**config.mk**
```make
export PLATFORM = sky130hd
export DESIGN_NAME = tap_bscan
export DESIGN_NICKNAME = d
export VERILOG_FILES = /design/src/rtl/tap_bscan_pkg.sv /design/src/rtl/bsc_in_cell.sv /design/src/rtl/bsc_io_cell.sv /design/src/rtl/tap_fsm.sv /design/src/rtl/scan_datapath.sv /design/src/rtl/tap_bscan.sv
export SDC_FILE = /design/constraint.sdc
export NUM_CORES = 1
export LEC_CHECK = 0
export BUFFER_PORTS_ARGS = -buffer_cell sky130_fd_sc_hd__buf_2
export CORE_ASPECT_RATIO = 0.75
export CORE_MARGIN = 2
export CORE_UTILIZATION = 49
export DETAILED_ROUTE_END_ITERATION = 12
export PLACE_DENSITY_LB_ADDON = 0.25
export SYNTH_ARGS = -nofsm -noshare
export SYNTH_HDL_FRONTEND = slang
export SYNTH_HIERARCHICAL = 1
export SYNTH_SLANG_ARGS = --single-unit
```
**constraint.sdc**
```tcl
create_clock -name tck -period 5.8 [get_ports tck]
set_input_delay 1.16 -clock tck [delete_from_list [all_inputs] [get_ports tck]]
set_output_delay 1.16 -clock tck [all_outputs]
set_load 0.005 [all_outputs]
```
**src/rtl/tap_bscan_pkg.sv**
```systemverilog
package tap_bscan_pkg;
  localparam int IR_W = 4;

  typedef enum logic [3:0] {
    TLR, RTI, SEL_DR, CAP_DR, SHF_DR, EX1_DR, PAU_DR, EX2_DR, UPD_DR,
    SEL_IR, CAP_IR, SHF_IR, EX1_IR, PAU_IR, EX2_IR, UPD_IR
  } tapState_e;

  localparam logic [IR_W-1:0] OP_EXTEST  = 4'b0000;
  localparam logic [IR_W-1:0] OP_IDCODE  = 4'b0011;
  localparam logic [IR_W-1:0] OP_SAMPLE  = 4'b0101;
  localparam logic [IR_W-1:0] OP_HIGHZ   = 4'b0111;
  localparam logic [IR_W-1:0] IR_CAPTURE = 4'b0001;

  // strobes from the controller to the scan datapath
  typedef struct packed {
    logic captureDr;
    logic shiftDr;
    logic updateDr;
    logic shiftIr;
    logic selBsr;
    logic selId;
    logic extest;
    logic highz;
  } tapStrobe_t;
endpackage

```
**src/rtl/bsc_in_cell.sv**
```systemverilog
module bsc_in_cell (
  input  logic tck,
  input  logic porRst_n,
  input  logic capture,
  input  logic shift,
  input  logic pinIn,
  input  logic scanIn,
  output logic scanOut
);
  // single capture/shift stage; mux picks pin level or upstream bit
  always_ff @(posedge tck or negedge porRst_n) begin
    if (!porRst_n)    scanOut <= 1'b0;
    else if (capture) scanOut <= pinIn;
    else if (shift)   scanOut <= scanIn;
  end
endmodule

```
**src/rtl/bsc_io_cell.sv**
```systemverilog
module bsc_io_cell (
  input  logic tck,
  input  logic porRst_n,
  input  logic capture,
  input  logic shift,
  input  logic update,
  input  logic extest,
  input  logic highz,
  input  logic coreOut,
  input  logic coreOe,
  input  logic pinIn,
  input  logic scanIn,
  output logic scanOut,
  output logic padOut,
  output logic padOe
);
  logic sOe, sOut, sPin;
  logic outUpd, oeUpd;

  // scanIn -> sOe -> sOut -> sPin -> scanOut
  always_ff @(posedge tck or negedge porRst_n) begin
    if (!porRst_n) begin
      sOe <= 1'b0; sOut <= 1'b0; sPin <= 1'b0;
    end else if (capture) begin
      sOe <= coreOe; sOut <= coreOut; sPin <= pinIn;
    end else if (shift) begin
      sOe <= scanIn; sOut <= sOe; sPin <= sOut;
    end
  end

  always_ff @(posedge tck or negedge porRst_n) begin
    if (!porRst_n) begin
      outUpd <= 1'b0; oeUpd <= 1'b0;
    end else if (update) begin
      outUpd <= sOut; oeUpd <= sOe;
    end
  end

  assign scanOut = sPin;
  assign padOut  = extest ? outUpd : coreOut;
  assign padOe   = highz ? 1'b0 : (extest ? oeUpd : coreOe);

  a_r11_update_hold: assert property (@(posedge tck) disable iff (!porRst_n)
    !$past(update) |-> ($stable(outUpd) && $stable(oeUpd)))
    else $error("update registers moved without an update strobe");
endmodule

```
**src/rtl/tap_fsm.sv**
```systemverilog
module tap_fsm
  import tap_bscan_pkg::*;
(
  input  logic       tck,
  input  logic       porRst_n,
  input  logic       tms,
  input  logic       tdi,
  output tapStrobe_t strobe,
  output logic       irBit
);
  tapState_e state, nextState;
  logic [IR_W-1:0] irShift, irActive;

  always_comb begin
    unique case (state)
      TLR:    nextState = tms ? TLR    : RTI;
      RTI:    nextState = tms ? SEL_DR : RTI;
      SEL_DR: nextState = tms ? SEL_IR : CAP_DR;
      CAP_DR: nextState = tms ? EX1_DR : SHF_DR;
      SHF_DR: nextState = tms ? EX1_DR : SHF_DR;
      EX1_DR: nextState = tms ? UPD_DR : PAU_DR;
      PAU_DR: nextState = tms ? EX2_DR : PAU_DR;
      EX2_DR: nextState = tms ? UPD_DR : SHF_DR;
      UPD_DR: nextState = tms ? SEL_DR : RTI;
      SEL_IR: nextState = tms ? TLR    : CAP_IR;
      CAP_IR: nextState = tms ? EX1_IR : SHF_IR;
      SHF_IR: nextState = tms ? EX1_IR : SHF_IR;
      EX1_IR: nextState = tms ? UPD_IR : PAU_IR;
      PAU_IR: nextState = tms ? EX2_IR : PAU_IR;
      EX2_IR: nextState = tms ? UPD_IR : SHF_IR;
      default: nextState = tms ? SEL_DR : RTI;
    endcase
  end

  always_ff @(posedge tck or negedge porRst_n) begin
    if (!porRst_n) state <= TLR;
    else           state <= nextState;
  end

  always_ff @(posedge tck or negedge porRst_n) begin
    if (!porRst_n) begin
      irShift  <= IR_CAPTURE;
      irActive <= OP_IDCODE;
    end else begin
      if (state == CAP_IR)      irShift <= IR_CAPTURE;
      else if (state == SHF_IR) irShift <= {tdi, irShift[IR_W-1:1]};
      if (state == TLR)         irActive <= OP_IDCODE;
      else if (state == UPD_IR) irActive <= irShift;
    end
  end

  always_comb begin
    strobe           = '0;
    strobe.captureDr = (state == CAP_DR);
    strobe.shiftDr   = (state == SHF_DR);
    strobe.updateDr  = (state == UPD_DR);
    strobe.shiftIr   = (state == SHF_IR);
    case (irActive)
      OP_EXTEST: begin strobe.selBsr = 1'b1; strobe.extest = 1'b1; end
      OP_SAMPLE: strobe.selBsr = 1'b1;
      OP_IDCODE: strobe.selId  = 1'b1;
      OP_HIGHZ:  strobe.highz  = 1'b1;
      default:   ;
    endcase
  end

  assign irBit = irShift[0];

  a_r2_five_ones_reset: assert property (@(posedge tck) disable iff (!porRst_n)
    ($past(tms,1) && $past(tms,2) && $past(tms,3) && $past(tms,4) && $past(tms,5))
    |-> (state == TLR))
    else $error("five high tms did not reach Test-Logic-Reset");

  a_r3_ir_capture: assert property (@(posedge tck) disable iff (!porRst_n)
    (state == SHF_IR && $past(state) == CAP_IR) |-> (irShift == IR_CAPTURE))
    else $error("instruction capture pattern wrong");

  a_r3_ir_update_only: assert property (@(posedge tck) disable iff (!porRst_n)
    (irActive != $past(irActive)) |-> ($past(state) == UPD_IR || $past(state) == TLR))
    else $error("instruction changed outside Update-IR");
endmodule

```
**src/rtl/scan_datapath.sv**
```systemverilog
module scan_datapath
  import tap_bscan_pkg::*;
#(
  parameter int          NUM_IN  = 4,
  parameter int          NUM_IO  = 8,
  parameter logic [31:0] ID_CODE = 32'h5A3C_96E1
)(
  input  logic              tck,
  input  logic              porRst_n,
  input  tapStrobe_t        strobe,
  input  logic              tdi,
  input  logic              irBit,
  input  logic [NUM_IN-1:0] inPin,
  input  logic [NUM_IO-1:0] ioPinIn,
  input  logic [NUM_IO-1:0] coreOut,
  input  logic [NUM_IO-1:0] coreOe,
  output logic [NUM_IO-1:0] padOut,
  output logic [NUM_IO-1:0] padOe,
  output logic              tdo,
  output logic              tdoOe
);
  localparam int NUM_CELL = NUM_IN + NUM_IO;

  logic [NUM_CELL:0] link;
  logic bsrCap, bsrShift, bsrUpd, selBypass;
  logic [31:0] idReg;
  logic bypassReg, drBit;

  assign link[NUM_CELL] = tdi;
  assign bsrCap    = strobe.captureDr && strobe.selBsr;
  assign bsrShift  = strobe.shiftDr && strobe.selBsr;
  assign bsrUpd    = strobe.updateDr && strobe.selBsr;
  assign selBypass = !strobe.selBsr && !strobe.selId;

  generate
    for (genvar c = 0; c < NUM_IN; c++) begin : g_in
      bsc_in_cell u_cell (
        .tck(tck), .porRst_n(porRst_n), .capture(bsrCap), .shift(bsrShift),
        .pinIn(inPin[c]), .scanIn(link[c+1]), .scanOut(link[c]));
    end
    for (genvar j = 0; j < NUM_IO; j++) begin : g_io
      bsc_io_cell u_cell (
        .tck(tck), .porRst_n(porRst_n), .capture(bsrCap), .shift(bsrShift),
        .update(bsrUpd), .extest(strobe.extest), .highz(strobe.highz),
        .coreOut(coreOut[j]), .coreOe(coreOe[j]), .pinIn(ioPinIn[j]),
        .scanIn(link[NUM_IN+j+1]), .scanOut(link[NUM_IN+j]),
        .padOut(padOut[j]), .padOe(padOe[j]));
    end
  endgenerate

  always_ff @(posedge tck or negedge porRst_n) begin
    if (!porRst_n) begin
      idReg     <= '0;
      bypassReg <= 1'b0;
    end else begin
      if (strobe.captureDr && strobe.selId)    idReg <= ID_CODE;
      else if (strobe.shiftDr && strobe.selId) idReg <= {tdi, idReg[31:1]};
      if (strobe.captureDr && selBypass)       bypassReg <= 1'b0;
      else if (strobe.shiftDr && selBypass)    bypassReg <= tdi;
    end
  end

  always_comb begin
    if (strobe.selBsr)     drBit = link[0];
    else if (strobe.selId) drBit = idReg[0];
    else                   drBit = bypassReg;
  end

  // output stage on the falling edge
  always_ff @(negedge tck or negedge porRst_n) begin
    if (!porRst_n) begin
      tdo   <= 1'b0;
      tdoOe <= 1'b0;
    end else begin
      tdoOe <= strobe.shiftDr || strobe.shiftIr;
      tdo   <= strobe.shiftIr ? irBit : (strobe.shiftDr ? drBit : 1'b0);
    end
  end

  a_r9_tdo_only_in_shift: assert property (@(posedge tck) disable iff (!porRst_n)
    tdoOe |-> (strobe.shiftDr || strobe.shiftIr))
    else $error("tdo driven outside a shift state");
endmodule

```
**src/rtl/tap_bscan.sv**
```systemverilog
module tap_bscan
  import tap_bscan_pkg::*;
#(
  parameter int          NUM_IN  = 4,
  parameter int          NUM_IO  = 8,
  parameter logic [31:0] ID_CODE = 32'h5A3C_96E1
)(
  input  logic              tck,
  input  logic              porRst_n,
  input  logic              tms,
  input  logic              tdi,
  output logic              tdo,
  output logic              tdoOe,
  input  logic [NUM_IN-1:0] inPin,
  input  logic [NUM_IO-1:0] ioPinIn,
  input  logic [NUM_IO-1:0] coreOut,
  input  logic [NUM_IO-1:0] coreOe,
  output logic [NUM_IO-1:0] padOut,
  output logic [NUM_IO-1:0] padOe
);
  tapStrobe_t strobe;
  logic irBit;

  tap_fsm u_fsm (
    .tck(tck), .porRst_n(porRst_n), .tms(tms), .tdi(tdi),
    .strobe(strobe), .irBit(irBit));

  scan_datapath #(.NUM_IN(NUM_IN), .NUM_IO(NUM_IO), .ID_CODE(ID_CODE)) u_path (
    .tck(tck), .porRst_n(porRst_n), .strobe(strobe), .tdi(tdi), .irBit(irBit),
    .inPin(inPin), .ioPinIn(ioPinIn), .coreOut(coreOut), .coreOe(coreOe),
    .padOut(padOut), .padOe(padOe), .tdo(tdo), .tdoOe(tdoOe));
endmodule

```
==> out/summary.txt, run 1 <==
number of flops mapped to enable cells by yosys: 0
Seq/Total Area, Yosys: 0.538
worst clock skew on the final layout: 0.00936 ns
post-synth cell types: 41
number of buffers between clock root and the deepest sink: 2
Avg Inst Size Synth: 10.2 um2
Die Area: 9420 um2
number of ports placed on the die boundary: 50
cell area after synthesis: 4240 um2
destination of the worst register-to-register timing path: u_path/tdo
yosys synthesis warning count: 6
quantity of I/O buffers inserted on ports: 49
max-capacitance violation count: 0
half-perimeter wire length after detailed placement: 5430 um
slew at the pin closest to its max-slew limit: 1.06 ns
number of detailed-route iterations in the first pass: 4
buffer type at the clock tree root: sky130_fd_sc_hd__clkbuf_16
cell area after layout: 4840 um2
total clock buffers created by CTS: 9
number of nets in the layout: 495
Async S/R FF share, synth: 1.00
weighted congestion reported at the end of routability-driven placement: 0.817
number of gates resized after cts: 0
layout overhead on the synthesized area: 14.2%
number of global-route vias before repair: 2,952
Post-synth top flop: sky130_fd_sc_hd__dfrtp_1
area of the core: 8420 um2
post-CTS setup buffer count: 0
final non-filler cell total: 575
initial antenna violation count: 0
pin count of the biggest net entering global routing: 86
reg2reg setup slack: 0.91 ns
data arrival time of the critical path: 2.16 ns
die width: 111 um
register bit count reported by yosys: 91
worst-case vdd ir drop: 0.276 mV
source of the critical timing path: u_fsm/irActive[1]
Iteration-0 DRC Markers: 251
setup repair after global routing missed its margin: false
standby leakage power: 2.04 nW
remaining max-slew budget at the tightest pin: 0.292
vias after detailed routing: 3,055
outcome: completed
largest area contributor in the synthesized netlist: sky130_fd_sc_hd__dfrtp_1
height of the die: 84.6 um
startpoint of the worst register-to-register path: u_fsm/irActive[1]
effective utilization at floorplan: 0.504
Cell Count Post-Placement: 560
cell area reported after detailed placement: 4560 um2
worst min path class: register to register
CTS tree: done
count of hold buffers inserted by post-cts repair: 0
layout cell share with drive strength beyond 1: 0.216
dominant cell by count in the synthesized netlist: sky130_fd_sc_hd__dfrtp_1
number of antenna cells inserted: 0
global routing usage summed across all routing layers: 0.189
setup tns final: 0 ns
syn nets: 447
wire length per cell: 14.6 um
type of the worst setup path: register to register
hold violation total from the final report: 0
Clock H-tree levels: 3
total clock sinks: 91
crit path capture type: register
Worst Setup EP: u_path/tdo
Worst Setup Start Kind: register
PwrDens: 463 nW/um2
overall power after layout: 2.24 mW
clock slew seen by the registers of the worst setup and hold paths: 0.06 ns
later-pin clock latency in the skew report: 0.33 ns
post-synthesis cell count: 415
vias per cell: 5.31
Congestion Overflow GR: 0
number of cell rows: 29
worst setup slack after placement: 0.935 ns
wire length of the first global-routing pass: 14,400 um
number of cells on the worst reg-to-reg path: 5
sum of routed wire length over all layers: 8390 um
maximum net fanout on the critical path: 5
Final Slew Violations: 0
fin worst setup slack: 0.914 ns
Data required, critical path: 3.08 ns
count of nets left with antenna violations after detail routing: 0
number of design rule violations left after detail routing: 0
Setup-failing EPs final: 0
share of the synthesized area in the top cell type: 0.508
leading cell types by total area after synthesis: sky130_fd_sc_hd__dfrtp_1 51%, sky130_fd_sc_hd__mux2i_1 8.5%, sky130_fd_sc_hd__mux2_2 6.6%
cell types with the highest counts after synthesis: 86 x sky130_fd_sc_hd__dfrtp_1, 74 x sky130_fd_sc_hd__nand2_1, 43 x sky130_fd_sc_hd__o21ai_1
## sequential cells by signal, summed over array words and instances, names as in the netlist
name and cells:
u_fsm/irActive 4, u_fsm/irShift 4, u_fsm/state 4, u_path/bypassReg 1, u_path/g_in.u_cell/scanOut 4, u_path/g_io.u_cell/oeUpd 8
u_path/g_io.u_cell/outUpd 8, u_path/g_io.u_cell/sOe 8, u_path/g_io.u_cell/sOut 8, u_path/g_io.u_cell/scanOut 8, u_path/idReg 32, u_path/tdo 1
u_path/tdoOe 1
## worst min-delay path by stage
stage / startpoint / end / cells after the start
detailed placement: u_path/idReg[0] / u_path/idReg[0] / 2
floorplan: u_path/idReg[0] / u_path/idReg[0] / 2
global route: u_path/idReg[29] / u_path/idReg[29] / 2
CTS: u_path/idReg[0] / u_path/idReg[0] / 2
global placement: u_path/idReg[9] / u_path/idReg[9] / 2
finish: u_path/idReg[0] / u_path/idReg[0] / 2
## layer usage
layer	wire, um	track usage	up-vias
met1	4230	0.268	1482
met3	259	0.0534	4
met4	44	0.0516	0
met5	0	0	-
met2	3860	0.290	42
li1	-	-	1527
## cell usage in the layout (no fill, tap or decap), types with 9 or more instances in the layout
| master | n |
|---|---|
| sky130_fd_sc_hd__nand2b_1 | 19 |
| sky130_fd_sc_hd__mux2i_1 | 36 |
| sky130_fd_sc_hd__clkbuf_16 | 9 |
| sky130_fd_sc_hd__mux2_2 | 25 |
| sky130_fd_sc_hd__buf_2 | 48 |
| sky130_fd_sc_hd__o21ai_1 | 43 |
| sky130_fd_sc_hd__dfrtp_1 | 86 |
| sky130_fd_sc_hd__o21ai_0 | 28 |
| sky130_fd_sc_hd__nor2_1 | 31 |
| sky130_fd_sc_hd__nand2_1 | 74 |
## per-stage QoR
step	utilization	hold slack, ns
floorplan	-	0.444
global placement	0.542	0.462
detailed placement	0.542	0.469
CTS	0.575	0.486
global route	0.575	0.514
finish	0.575	0.479
## critical path: stages, from the launching register on
cell and delay [ns]:
sky130_fd_sc_hd__dfstp_2 0.57, sky130_fd_sc_hd__nand2_1 0.08, sky130_fd_sc_hd__nor3_1 0.50, sky130_fd_sc_hd__mux2_2 0.43
sky130_fd_sc_hd__o211ai_1 0.17, sky130_fd_sc_hd__o21ai_0 0.09
## kinds of logic after synthesis
kind of cell | share of synthesized area
compound gates | 0.119
xor+xnor | 0.00207
buf+inv | 0.0301
flops | 0.538
mux | 0.151
simple gates | 0.159
## power by group
group          internal (mW)  switching (mW)
clock                  0.331           0.224
combinational          0.266           0.327
sequential             0.882           0.210
## layout make-up
| class | count | area [um2] |
|---|---|---|
| Clock buffer | 12 | 236 |
| Clock inverter | 3 | 40.0 |
| Fill cell | 742 | 3580 |
| Inverter | 3 | 11.3 |
| Multi-Input combinational cell | 303 | 1840 |
| Sequential cell | 91 | 2280 |
| Tap cell | 108 | 135 |
| Timing Repair Buffer | 55 | 293 |
Note: power is estimated with default switching activity, not from simulation.
==> run 2: changes to the inputs <==
--- a/config.mk
+++ b/config.mk
@@ -5,6 +5,7 @@
 export SDC_FILE = /design/constraint.sdc
 export NUM_CORES = 1
 export LEC_CHECK = 0
+export ABC_AREA = 1
 export BUFFER_PORTS_ARGS = -buffer_cell sky130_fd_sc_hd__buf_2
 export CORE_ASPECT_RATIO = 0.75
 export CORE_MARGIN = 2
==> constraint.sdc (replaced) <==
create_clock -name tck -period 4.6 [get_ports tck]
set_input_delay 0.92 -clock tck [delete_from_list [all_inputs] [get_ports tck]]
set_output_delay 0.92 -clock tck [all_outputs]
set_load 0.005 [all_outputs]
==> run 2 against run 1 <==
Effect of this change: cell count up 29%; global-route usage increased by 2.5 points; largest power group unchanged; wire length grew 17%; die area up 4.2%; highest routed layer unchanged; sequential share of layout area is 2.4 points lower; clock skew rose by 0.0028 ns; power increased by 28%; sequential cell count stayed put; core utilization is 0.11 points lower.
==> out/summary.txt, run 2 <==
initial antenna violation count: 0 (unchanged)
data arrival time of the critical path: 3.16 ns (+1.00 ns)
global routing usage summed across all routing layers: 0.214 (+0.0251)
hold violation total from the final report: 0 (unchanged)
number of cell rows: 30 (+3.4%)
sum of buffers and inverters on the critical path: 1 (+1)
Cell Count Post-Placement: 724 (+29%)
largest area contributor in the synthesized netlist: sky130_fd_sc_hd__dfrtp_1
clock slew seen by the registers of the worst setup and hold paths: 0.07 ns (about the same)
Async S/R FF share, synth: 1.00 (unchanged)
cell area after synthesis: 4430 um2 (+4.4%)
wire length of the first global-routing pass: 16,800 um (+16%)
sum of routed wire length over all layers: 9840 um (+17%)
number of buffers between clock root and the deepest sink: 2 (unchanged)
yosys synthesis warning count: 6 (unchanged)
slew at the pin closest to its max-slew limit: 0.916 ns (-0.145 ns)
post-CTS setup buffer count: 0 (unchanged)
die width: 114 um (+2.1%)
crit path capture type: primary output
dominant cell by count in the synthesized netlist: sky130_fd_sc_hd__nand2_1
critical-path cell with the highest stage delay: sky130_fd_sc_hd__dfrtn_1
Die Area: 9820 um2 (+4.2%)
Top delay family on crit path: flip-flops
leading cell types by total area after synthesis: sky130_fd_sc_hd__dfrtp_1 49%, sky130_fd_sc_hd__nand2_1 15%, sky130_fd_sc_hd__nand3_1 12%
vias after detailed routing: 3,939 (+29%)
later-pin clock latency in the skew report: 0.34 ns (about the same)
area of the core: 8900 um2 (+5.7%)
worst-case vdd ir drop: 0.245 mV (-11%)
type of the worst setup path: register to primary output
delay of the slowest cell on the worst path: 0.41 ns (-0.16 ns)
count of nets left with antenna violations after detail routing: 0 (unchanged)
post-synthesis cell count: 571 (+38%)
count of hold buffers inserted by post-cts repair: 0 (unchanged)
cells along the critical path: buf_2
most common cell after layout, fill and taps aside: sky130_fd_sc_hd__nand2_1
weighted congestion reported at the end of routability-driven placement: 0.876 (+7.1%)
reg2reg setup slack: 0.83 ns (-0.08 ns)
fin worst setup slack: 0.518 ns (-0.396 ns)
max-capacitance violation count: 0 (unchanged)
number of nets in the layout: 655 (+32%)
post-layout util: 0.574 (-0.00108)
overall power after layout: 2.87 mW (+28%)
post-synth cell types: 28 (-32%)
PwrDens: 562 nW/um2 (+22%)
Most flops, register: u_path/idReg
CTS tree: done
Largest register FFs: 32 (unchanged)
Final Slew Violations: 0 (unchanged)
number of flops mapped to enable cells by yosys: 0 (unchanged)
number of antenna cells inserted: 0 (unchanged)
buffer type at the clock tree root: sky130_fd_sc_hd__clkbuf_16
number of design rule violations left after detail routing: 0 (unchanged)
setup repair after global routing missed its margin: false
worst min path class: input pin to asynchronous set/reset pin
register bit count reported by yosys: 91 (unchanged)
remaining max-slew budget at the tightest pin: 0.388 (+0.0961)
share of the synthesized area in the top cell type: 0.486 (-0.0215)
vias per cell: 5.32 (+0.19%)
Clock H-tree levels: 3 (unchanged)
Congestion Overflow GR: 0 (unchanged)
count of fill cells added during filler insertion: 823 (+11%)
Data required, critical path: 3.68 ns (+0.60 ns)
most frequent cells in the layout: 176 x sky130_fd_sc_hd__nand2_1, 110 x sky130_fd_sc_hd__nand3_1, 86 x sky130_fd_sc_hd__dfrtp_1, 59 x sky130_fd_sc_hd__inv_1, 48 x sky130_fd_sc_hd__buf_2
total clock sinks: 91 (unchanged)
height of the die: 86.3 um (+2.1%)
Post-synth top flop: sky130_fd_sc_hd__dfrtp_1
worst setup slack after placement: 0.856 ns (-0.0795 ns)
worst clock skew on the final layout: 0.0121 ns (+0.00277 ns)
number of global-route vias before repair: 3,657 (+24%)
Worst Setup Start Kind: register
outcome: completed
final non-filler cell total: 740 (+29%)
layout cell share with drive strength beyond 1: 0.170 (-0.0459)
Seq/Total Area, Yosys: 0.515 (-0.0228)
maximum net fanout on the critical path: 1 (-4)
standby leakage power: 2.60 nW (+27%)
Iteration-0 DRC Markers: 349 (+39%)
half-perimeter wire length after detailed placement: 6500 um (+20%)
Setup-failing EPs final: 0 (unchanged)
setup tns final: 0 ns (unchanged)
wire length per cell: 13.3 um (-8.9%)
Avg Inst Size Synth: 7.75 um2 (-24%)
total clock buffers created by CTS: 9 (unchanged)
number of ports placed on the die boundary: 50 (unchanged)
layout overhead on the synthesized area: 15.3%
syn nets: 603 (+35%)
quantity of I/O buffers inserted on ports: 49 (unchanged)
effective utilization at floorplan: 0.498 (-0.00597)
number of gates resized after cts: 0 (unchanged)
cell types with the highest counts after synthesis: 176 x sky130_fd_sc_hd__nand2_1, 110 x sky130_fd_sc_hd__nand3_1, 86 x sky130_fd_sc_hd__dfrtp_1
pin count of the biggest net entering global routing: 65 (-24%)
number of detailed-route iterations in the first pass: 5 (+1)
==> run 2: changes by cell type after synthesis, moves of 16 or more <==
cell / before / now
sky130_fd_sc_hd__nand3_1: 3 / 110
sky130_fd_sc_hd__nand2_1: 74 / 176
sky130_fd_sc_hd__inv_1: 3 / 60
sky130_fd_sc_hd__mux2i_1: 36 / 0
sky130_fd_sc_hd__mux2_2: 25 / 0
sky130_fd_sc_hd__o21ai_1: 43 / 22
sky130_fd_sc_hd__nand2b_1: 19 / 0
sky130_fd_sc_hd__inv_2: 0 / 17
sky130_fd_sc_hd__nor2_1: 31 / 15
==> run 2: area by class of cell <==
cell class / instances / area [um2] / share of cell area
sequential: 91 / 2280 / 0.447
clock inverter: 5 / 104 / 0.0203
timing repair buffer: 54 / 285 / 0.0559
tap: 112 / 140 / 0.0274
inverter: 78 / 293 / 0.0573
multi-input combinational: 389 / 1770 / 0.347
clock buffer: 11 / 233 / 0.0456
==> run 2: final timing paths <==
kind | from | end | cells after the start
max in group asynchronous | porRst_n | u_path/tdoOe | 1
min | porRst_n | u_path/g_io[3].u_cell/outUpd | 1
min reg2reg | u_path/bypassReg | u_path/bypassReg | 2
max reg2reg | u_fsm/irActive[0] | u_path/tdo | 7
min in group tck | u_path/bypassReg | u_path/bypassReg | 2
max | u_path/tdo | tdo | 1
==> run 2: power by group <==
part	switching, mW	internal (mW)
Clock	0.294	0.531
Combinational	0.488	0.269
Sequential	0.190	1.10
==> run 2: stage by stage <==
| step | instance area (um2) | hold WS, ns |
|---|---|---|
| global route | 5110 | 0.499 |
| finish | 5110 | 0.486 |
| CTS | 5110 | 0.487 |
| detailed placement | 4770 | 0.472 |
| floorplan | 4430 | 0.442 |
| global placement | 4770 | 0.462 |
==> run 2: metal layers <==
metal	routed length [um]	share of wire	global-route usage
met1	4760	0.48	0.299
met2	4490	0.46	0.342
met3	521	0.053	0.0434
met4	77	0.0078	0.0654
met5	0	0	0
==> run 2: worst reg2reg max path, cell delays in order, from the launching register on <==
cell and delay [ns]:
sky130_fd_sc_hd__dfstp_2 0.53, sky130_fd_sc_hd__inv_1 0.08, sky130_fd_sc_hd__o21bai_1 0.36, sky130_fd_sc_hd__inv_1 0.11
sky130_fd_sc_hd__nor2_1 0.11, sky130_fd_sc_hd__nor2_1 0.05, sky130_fd_sc_hd__nand2_1 0.06, sky130_fd_sc_hd__nand2_1 0.05
==> run 2: cell families after synthesis <==
group / count (synthesis) / share of synthesized area
buffers and inverters: 91 / 0.0862
and+or+nand+nor: 325 / 0.323
DFF: 91 / 0.515
AOI/OAI and AO/OA: 64 / 0.0760
==> run 3: changes to the inputs <==
--- a/config.mk
+++ b/config.mk
@@ -9,7 +9,7 @@
 export BUFFER_PORTS_ARGS = -buffer_cell sky130_fd_sc_hd__buf_2
 export CORE_ASPECT_RATIO = 0.75
 export CORE_MARGIN = 2
-export CORE_UTILIZATION = 49
+export CORE_UTILIZATION = 45
 export DETAILED_ROUTE_END_ITERATION = 12
 export PLACE_DENSITY_LB_ADDON = 0.25
 export SYNTH_ARGS = -nofsm -noshare
==> run 3 against run 2 <==
Effect of this change: power fell by 3.6%; hold slack got worse by 0.051 ns; global-route usage fell by 1.4 points; final area fell by 0.34%; sequential power barely moved; clock skew fell by 0.0057 ns; die area rose by 8.5%; sequential share of layout area rose by 0.15 points; cell count rose by 2.8%; non-clock buffer count rose by 1; core utilization fell by 4.5 points; critical path type unchanged; largest cell class unchanged.
==> out/summary.txt, run 3 (synthesis gave the netlist of run 2 again) <==
outcome: completed
final non-filler cell total: 761 (+2.8%)
later-pin clock latency in the skew report: 0.34 ns (about the same)
Top delay family on crit path: flip-flops
weighted congestion reported at the end of routability-driven placement: 0.872 (-0.47%)
number of buffers between clock root and the deepest sink: 2 (unchanged)
fin worst setup slack: 0.528 ns (+0.0102 ns)
global routing usage summed across all routing layers: 0.200 (-0.0142)
clock slew seen by the registers of the worst setup and hold paths: 0.06 ns (about the same)
Iteration-0 DRC Markers: 368 (+5.4%)
worst clock skew on the final layout: 0.00643 ns (-0.00570 ns)
most utilized layer in the global route result: met2
slew at the pin closest to its max-slew limit: 0.957 ns (+0.0412 ns)
effective utilization at floorplan: 0.460 (-0.0374)
FF+latch area: 2280 um2 (unchanged)
data arrival time of the critical path: 3.15 ns (about the same)
overall power after layout: 2.77 mW (-3.6%)
setup tns final: 0 ns (unchanged)
height of the die: 89.9 um (+4.1%)
switching share of total power: 0.354 (+0.0154)
setup repair after global routing missed its margin: false
total clock buffers created by CTS: 9 (unchanged)
wire length per cell: 13.1 um (-1.8%)
Worst Setup Start Kind: register
Setup-failing EPs final: 0 (unchanged)
count of hold buffers inserted by post-cts repair: 0 (unchanged)
post-layout util: 0.529 (-0.0450)
most frequent cells in the layout: 176 x sky130_fd_sc_hd__nand2_1, 110 x sky130_fd_sc_hd__nand3_1, 86 x sky130_fd_sc_hd__dfrtp_1, 59 x sky130_fd_sc_hd__inv_1, 48 x sky130_fd_sc_hd__buf_2
P_sw: 979 uW (+0.75%)
count of fill cells added during filler insertion: 947 (+15%)
number of antenna cells inserted: 0 (unchanged)
worst setup slack after placement: 0.855 ns (-0.000482 ns)
number of ports placed on the die boundary: 50 (unchanged)
sequential fraction of design power: 0.466 (+0.017)
Int Pwr: 1.79 mW (-5.9%)
type of the worst setup path: register to primary output
pin count of the biggest net entering global routing: 49 (-25%)
critical-path cell with the highest stage delay: sky130_fd_sc_hd__dfrtn_1
vias per cell: 5.10 (-4.1%)
standby leakage power: 2.58 nW (-0.60%)
met1 capacity usage during global routing: 0.289 (-0.0101)
Clock H-tree levels: 3 (unchanged)
Die Area: 10,700 um2 (+8.5%)
half-perimeter wire length after detailed placement: 6510 um (+0.17%)
most common cell after layout, fill and taps aside: sky130_fd_sc_hd__nand2_1
Cell Count Post-Placement: 745 (+2.9%)
vias after detailed routing: 3,883 (-1.4%)
met3 global-route usage: 0.0438 (+0.000425)
crit path capture type: primary output
post-CTS setup buffer count: 0 (unchanged)
worst hold slack: 0.435 ns (-0.0508 ns)
wire length of the first global-routing pass: 17,500 um (+4.2%)
cells along the critical path: buf_2
worst-case vdd ir drop: 0.324 mV (+32%)
part of the power in the clock network: 0.260 (-0.027)
number of cell rows: 31 (+3.3%)
number of design rule violations left after detail routing: 0 (unchanged)
buffer type at the clock tree root: sky130_fd_sc_hd__clkbuf_16
layout overhead on the synthesized area: 14.9%
met2 usage in global routing: 0.302 (-0.0402)
total clock sinks: 91 (unchanged)
layout cell share with drive strength beyond 1: 0.172 (+0.00132)
Largest register FFs: 32 (unchanged)
delay of the slowest cell on the worst path: 0.39 ns (-0.02 ns)
maximum net fanout on the critical path: 1 (unchanged)
hold violation total from the final report: 0 (unchanged)
Final Slew Violations: 0 (unchanged)
sum of routed wire length over all layers: 9940 um (+1.0%)
number of nets in the layout: 656 (+0.15%)
max-capacitance violation count: 0 (unchanged)
area of the core: 9620 um2 (+8.1%)
initial antenna violation count: 0 (unchanged)
relative contribution of combinational cells to total power: 0.274 (+0.010)
combined area of the multi-input logic cells: 1770 um2 (unchanged)
remaining max-slew budget at the tightest pin: 0.361 (-0.0275)
count of nets left with antenna violations after detail routing: 0 (unchanged)
Data required, critical path: 3.68 ns (about the same)
number of gates resized after cts: 0 (unchanged)
quantity of I/O buffers inserted on ports: 49 (unchanged)
Most flops, register: u_path/idReg
cell area after layout: 5090 um2 (-0.34%)
cell area reported after detailed placement: 4800 um2 (+0.68%)
PwrDens: 544 nW/um2 (-3.3%)
worst min path class: input pin to asynchronous set/reset pin
number of detailed-route iterations in the first pass: 5 (unchanged)
Congestion Overflow GR: 0 (unchanged)
number of global-route vias before repair: 3,744 (+2.4%)
die width: 119 um (+4.2%)
sum of buffers and inverters on the critical path: 1 (unchanged)
CTS tree: done
==> run 3: cell types whose count changed in the layout (fill, tap and decap cells not counted) <==
cell,delta
sky130_fd_sc_hd__clkinv_2,+2
sky130_fd_sc_hd__buf_4,+1
sky130_fd_sc_hd__bufinv_16,-2
==> run 3: routing by layer <==
| metal | routed length [um] | share of wire |
|---|---|---|
| met5 | 0 | 0 |
| met2 | 4370 | 0.44 |
| met3 | 483 | 0.049 |
| met4 | 117 | 0.012 |
| met1 | 4970 | 0.50 |
==> run 3: cell type report <==
class / count / area share
Inverter: 78 / 0.0575
Clock inverter: 5 / 0.0106
Tap cell: 132 / 0.0325
Sequential cell: 91 / 0.448
Multi-Input combinational cell: 389 / 0.348
Clock buffer: 11 / 0.0457
Timing Repair Buffer: 55 / 0.0575
==> run 3: power by group through the flow <==
stage	combinational (mW)	clock [mW]	sequential [mW]
global placement	0.735	0	1.29
floorplan	0.627	0	1.24
global route	0.878	0.777	1.33
CTS	0.759	0.735	1.28
finish	0.759	0.720	1.29
detailed placement	0.754	0	1.29
==> run 3: final timing paths <==
kind	slack (ns)	endpoint	depth (start not counted)	start
worst min-delay path	0.44	u_path/g_io[7].u_cell/outUpd	1	porRst_n
worst max register to register	0.83	u_path/tdo	7	u_fsm/irActive[0]
min in group tck	0.49	u_path/g_io[0].u_cell/scanOut	2	u_path/g_io[0].u_cell/scanOut
max in group asynchronous	1.76	u_path/tdoOe	1	porRst_n
worst max-delay path	0.53	tdoOe	1	u_path/tdoOe
worst min register to register	0.49	u_path/g_io[0].u_cell/scanOut	2	u_path/g_io[0].u_cell/scanOut
